File: src/rtl/usb_state_pkg.sv
package usb_state_pkg;
  localparam int unsigned STATE_W = 3;
  typedef logic [STATE_W-1:0] dev_state_t;
  localparam dev_state_t ST_POWERED    = 3'b000;
  localparam dev_state_t ST_DEFAULT    = 3'b001;
  localparam dev_state_t ST_ADDRESS    = 3'b010;
  localparam dev_state_t ST_CONFIGURED = 3'b011;
  localparam int unsigned SUSP_BIT     = 2;
endpackage

File: src/rtl/usb_state_req.sv
module usb_state_req
  import usb_state_pkg::*;
#(
  parameter int unsigned CFG_W = 8
) (
  input  dev_state_t       cur_i,
  input  logic             set_addr_i,
  input  logic             set_cfg_i,
  input  logic [CFG_W-1:0] cfg_value_i,
  output logic             hit_o,
  output dev_state_t       tgt_o
);
  logic cfg_zero;
  assign cfg_zero = (cfg_value_i == '0);

  always_comb begin
    hit_o = 1'b0;
    tgt_o = cur_i;
    if (!cur_i[SUSP_BIT]) begin
      if (set_cfg_i) begin
        // configuration completion wins over a same-cycle address completion
        if (!cfg_zero && (cur_i == ST_ADDRESS || cur_i == ST_CONFIGURED)) begin
          hit_o = 1'b1;
          tgt_o = ST_CONFIGURED;
        end else if (cfg_zero && cur_i == ST_CONFIGURED) begin
          hit_o = 1'b1;
          tgt_o = ST_ADDRESS;
        end
      end else if (set_addr_i && cur_i != ST_POWERED) begin
        hit_o = 1'b1;
        tgt_o = ST_ADDRESS;
      end
    end
  end
endmodule

File: src/rtl/usb_state_arb.sv
module usb_state_arb
  import usb_state_pkg::*;
(
  input  dev_state_t cur_i,
  input  logic       bus_reset_i,
  input  logic       suspend_i,
  input  logic       resume_i,
  input  logic       sw_wr_i,
  input  dev_state_t wr_data_i,
  input  logic       req_hit_i,
  input  dev_state_t req_tgt_i,
  output dev_state_t nxt_o
);
  always_comb begin
    if (bus_reset_i)                      nxt_o = ST_DEFAULT;
    else if (suspend_i)                   nxt_o = {1'b1, cur_i[1:0]};
    else if (resume_i && cur_i[SUSP_BIT]) nxt_o = {1'b0, cur_i[1:0]};
    else if (sw_wr_i)                     nxt_o = wr_data_i;
    else if (req_hit_i)                   nxt_o = req_tgt_i;
    else                                  nxt_o = cur_i;
  end
endmodule

File: src/rtl/usb_dev_state_trk.sv
module usb_dev_state_trk
  import usb_state_pkg::*;
#(
  parameter int unsigned CFG_W = 8
) (
  input  logic             clk_i,
  input  logic             rst_ni,
  input  logic             bus_reset_i,
  input  logic             suspend_i,
  input  logic             resume_i,
  input  logic             set_addr_i,
  input  logic             set_cfg_i,
  input  logic [CFG_W-1:0] cfg_value_i,
  input  logic             sw_mode_i,
  input  logic             wr_en_i,
  input  logic [2:0]       wr_data_i,
  output logic [2:0]       state_o
);
  dev_state_t state_q, state_d, req_tgt;
  logic req_hit, sw_wr;

  assign sw_wr = wr_en_i & sw_mode_i;

  usb_state_req #(.CFG_W(CFG_W)) u_req (
    .cur_i       (state_q),
    .set_addr_i  (set_addr_i),
    .set_cfg_i   (set_cfg_i),
    .cfg_value_i (cfg_value_i),
    .hit_o       (req_hit),
    .tgt_o       (req_tgt)
  );

  usb_state_arb u_arb (
    .cur_i       (state_q),
    .bus_reset_i (bus_reset_i),
    .suspend_i   (suspend_i),
    .resume_i    (resume_i),
    .sw_wr_i     (sw_wr),
    .wr_data_i   (wr_data_i),
    .req_hit_i   (req_hit),
    .req_tgt_i   (req_tgt),
    .nxt_o       (state_d)
  );

  always_ff @(posedge clk_i or negedge rst_ni) begin
    if (!rst_ni) state_q <= ST_POWERED;
    else         state_q <= state_d;
  end

  assign state_o = state_q;

  AST_RESET_DEFAULT: assert property (@(posedge clk_i) disable iff (!rst_ni)
    bus_reset_i |=> state_o == ST_DEFAULT);
  AST_SUSPEND_KEEP: assert property (@(posedge clk_i) disable iff (!rst_ni)
    suspend_i && !bus_reset_i |=> state_o[2] && state_o[1:0] == $past(state_o[1:0]));
  AST_RESUME_RESTORE: assert property (@(posedge clk_i) disable iff (!rst_ni)
    resume_i && state_o[2] && !bus_reset_i && !suspend_i
    |=> state_o == {1'b0, $past(state_o[1:0])});
  AST_ADDR_POWERED: assert property (@(posedge clk_i) disable iff (!rst_ni)
    set_addr_i && !set_cfg_i && state_o == ST_POWERED && !bus_reset_i && !suspend_i && !resume_i && !(wr_en_i && sw_mode_i)
    |=> state_o == ST_POWERED);
  AST_CFG_ZERO: assert property (@(posedge clk_i) disable iff (!rst_ni)
    set_cfg_i && cfg_value_i == '0 && state_o == ST_CONFIGURED && !bus_reset_i && !suspend_i && !(wr_en_i && sw_mode_i)
    |=> state_o == ST_ADDRESS);
  AST_WRITE_BLOCKED: assert property (@(posedge clk_i) disable iff (!rst_ni)
    !sw_mode_i && !bus_reset_i && !suspend_i && !resume_i && !set_addr_i && !set_cfg_i
    |=> $stable(state_o));
endmodule

File: config.mk
export PLATFORM = sky130hd
export DESIGN_NAME = usb_dev_state_trk
export DESIGN_NICKNAME = d
export VERILOG_FILES = /design/src/rtl/usb_state_pkg.sv /design/src/rtl/usb_state_req.sv /design/src/rtl/usb_state_arb.sv /design/src/rtl/usb_dev_state_trk.sv
export SDC_FILE = /design/constraint.sdc
export NUM_CORES = 1
export LEC_CHECK = 0
export BUFFER_PORTS_ARGS = -buffer_cell sky130_fd_sc_hd__buf_2
export CAP_MARGIN = 20
export CELL_PAD_IN_SITES_DETAIL_PLACEMENT = 0
export CELL_PAD_IN_SITES_GLOBAL_PLACEMENT = 1
export CORE_UTILIZATION = 19
export CTS_CLUSTER_DIAMETER = 30
export DETAILED_ROUTE_END_ITERATION = 8
export PLACE_DENSITY = 0.71
export SETUP_SLACK_MARGIN = 0.4
export SLEW_MARGIN = 20
export SYNTH_ARGS = -nofsm -noshare
export SYNTH_HDL_FRONTEND = slang
export SYNTH_SLANG_ARGS = --single-unit
File: constraint.sdc
create_clock -name clk_i -period 1.3 [get_ports clk_i]
set_input_delay 0.26 -clock clk_i [delete_from_list [all_inputs] [get_ports clk_i]]
set_output_delay 0.26 -clock clk_i [all_outputs]
set_load 0.05 [all_outputs]
==> results.txt <==
The insertion delay of the later-clocked pin in the worst-skew pair came out at 0.23 ns. TritonCTS built the clock tree. The signal arrival time at the worst endpoint came out at between 1 and 1.5 ns.

The slew at the pin closest to its max-slew limit came out at 0.266 ns. The die span in y is approximately 39 µm. In the layout the commonest cells are buf_2 (19), nor2_1 (4), buf_4 (4).

The H-tree level count came out at 1. The average wire per standard cell came out at around 10 µm. The synthesized area came out at 256 µm². The number of pins with negative max-slew slack in the final report is 0.

The net switching component of the power came out at roughly 0.14 mW. The number of placed I/O pins came out at 23. The die span in x is about 39 µm. The number of flip-flops under the largest register name came out at 3. The worst setup timing slack at the placement stage came out at -0.175 ns. Hold timing on the final database bottoms out at a slack of 0.230 ns. The layout-stage area growth over the synthesis result came out at 105%. The time the final worst path needs with I/O delays and setup is ~1.3 ns. The critical path is of the register to register type. The final wirelength is approximately 750 µm. The buffer cell driving the clock tree root is clkbuf_4.

The clock tree buffer depth came out at 2. Setup repair after global routing could not meet its margin everywhere. The vias per cell came out at roughly 4.5. The clock drives 3 sinks. After clock tree synthesis, the clock-pin slew on the worst setup and hold paths is approximately 0.040 ns. The mean instance size in the synthesized netlist is 8.84 µm². The count of standard-cell rows is 12. The detail route stage leaves a number of antenna-violating nets equal to 0. The count of endpoints failing setup in the final report came out at 0. The proportion of total power due to net switching came out at 0.316. The clock arrives with 0.00330 ns of skew. For this run, the number of Yosys warnings is 0. STA classifies the critical path startpoint as a register. The number of nets handed over by synthesis was between 40 and 50. In this run, distinct cell masters in the synthesized netlist total 17. After detailed placement, the design holds a cell count of 67. STA classifies the critical path endpoint as a register. The flip-flop and latch count after synthesis is 3.

The global placement routability congestion came out at ~0.75. The largest net degree at the start of global routing is 6. The detailed router finished its first iteration with 0 violations. The total internal power is 0.301 mW. The worst-case IR drop observed on VDD is approximately 0.28 mV. The static leakage power is between 0.2 and 0.3 nW.

The number of max-cap violations is 0. The count of port buffers added during placement came out at 22. The wire length of the first global-routing pass is about 1.2 mm. The logic gate share of total power is 0.364. The biggest fanout along the worst timing path came out at 4. The non-filler instance count after layout is 74. The setup TNS is 0 ns.

The number of DRC violations after detailed routing is 0. Once routing completed, OpenROAD measured the worst setup slack at roughly 0.0080 ns. The library cell used most frequently in the layout, excluding fill and tap cells, is buf_2.

The data required time of the worst path came out at 1.41 ns. The overall fraction of global-route tracks in use is 0.133. The floorplan step defined a die boundary enclosing 1500 µm². 0 antenna diodes ended up in the layout.

The fraction of layout instances using a drive strength above 1 came out at 0.683. The number of antenna violations at the first check in global routing was 0. The share of total power dissipated in the clock network is 0.371. The number of vias after detailed routing is between 300 and 400. The starting density of the core is 0.216. The number of buffers added by the clock tree synthesis step is 3. The remaining global-route overflow came out at 0. The maximum clock rate is about 770 MHz. Of the synthesized area, sequential elements account for 0.293.

The core region is roughly 1200 µm². The total number of nets in the final design came out at between 80 and 90. The via count of the first global-routing pass is around 320.

The min-delay analysis places its worst path in the category primary input to register. For this design the ratio of total power to cell area is 836 nW/µm². The flow ran to the end, and the final reports show no timing, DRC or antenna violations. The final-report hold violation count came out at 0.

The number of cells produced by synthesis came out at 29. The total power came out at approximately 0.44 mW. The sequential cell fraction of total power came out at 0.265. The worst slew slack as a fraction of its limit is 0.821. The share of the cycle needed by the critical path after routing came out at 0.994. The detailed-router iteration count before antenna repair is 1.
==> layer usage <==
layer | GRT usage | wire length [µm]
met5 | 0 | 0
met4 | 0.181 | 19
met3 | 0.0520 | 54
met2 | 0.192 | 364
met1 | 0.124 | 309
==> area by class of cell <==
type,count,area (µm²)
clock buffers,4,26.3
inverters,2,7.51
repair buffers,27,176
flip-flops and latches,3,78.8
fillers,124,661
multi-input cells,24,219
well taps,14,17.5
==> cell usage after synthesis, drive strengths merged <==
library cell	instances	area share
o41ai	1	0.034
nand2	1	0.015
dfrtp	3	0.29
nor2	5	0.073
mux2	1	0.059
nor4b	1	0.034
a22oi	1	0.049
nor4	2	0.098
a31oi	1	0.024
a21oi	4	0.078
a211o	1	0.039
a211oi	1	0.029
mux2i	1	0.039
nor2b	1	0.024
and3	1	0.024
inv	2	0.029
nand3b	2	0.059
==> final timing paths <==
kind / slack, ns / end / start / cells after the start
min in group asynchronous: 0.34 / state_o[2]$_DFFE_PN0P_ / rst_ni / 2
min reg2reg: 0.62 / state_o[0]$_DFFE_PN0P_ / state_o[0]$_DFFE_PN0P_ / 2
min: 0.23 / state_o[2]$_DFFE_PN0P_ / bus_reset_i / 2
max in group asynchronous: 0.84 / state_o[1]$_DFFE_PN0P_ / rst_ni / 2
max: 0.008 / state_o[1]$_DFFE_PN0P_ / state_o[0]$_DFFE_PN0P_ / 3
max reg2reg: 0.008 / state_o[1]$_DFFE_PN0P_ / state_o[0]$_DFFE_PN0P_ / 3
==> power by group through the flow <==
stage	Sequential [mW]	Combinational [mW]	Clock, mW
3_3_place_gp	0.113	0.125	0
4_1_cts	0.114	0.140	0.173
6_report	0.116	0.160	0.163
2_1_floorplan	0.138	0.0401	0
5_1_grt	0.117	0.172	0.188
3_5_place_dp	0.113	0.126	0
==> timing repair <==
action	in CTS	in global routing
endpoints found under the setup margin	6	6
pin swaps	1	2
hold buffers	1	0
hold endpoints to repair	3	0
setup buffers	0	2
resized for setup	7	6
==> critical path, stage by stage, from the launching register on <==
cell	delay [ns]
dfrtp_2	0.43
nand3b_1	0.19
a22oi_2	0.23
mux2_4	0.32
==> cell families after synthesis <==
| family | share of synthesized area |
|---|---|
| flip-flops | 0.293 |
| multiplexers | 0.0975 |
| AO/OA/AOI/OAI | 0.254 |
| AND/OR/NAND/NOR | 0.327 |
| buffers and inverters | 0.0293 |
==> through the flow <==
| step | utilization | cell area [µm²] |
|---|---|---|
| after CTS | 0.405 | 480 |
| after floorplan | - | 274 |
| after detailed placement | 0.351 | 417 |
| final | 0.443 | 526 |
| after global placement | 0.351 | 417 |
| after global routing | 0.443 | 526 |
(Power assumes the default switching activity.)
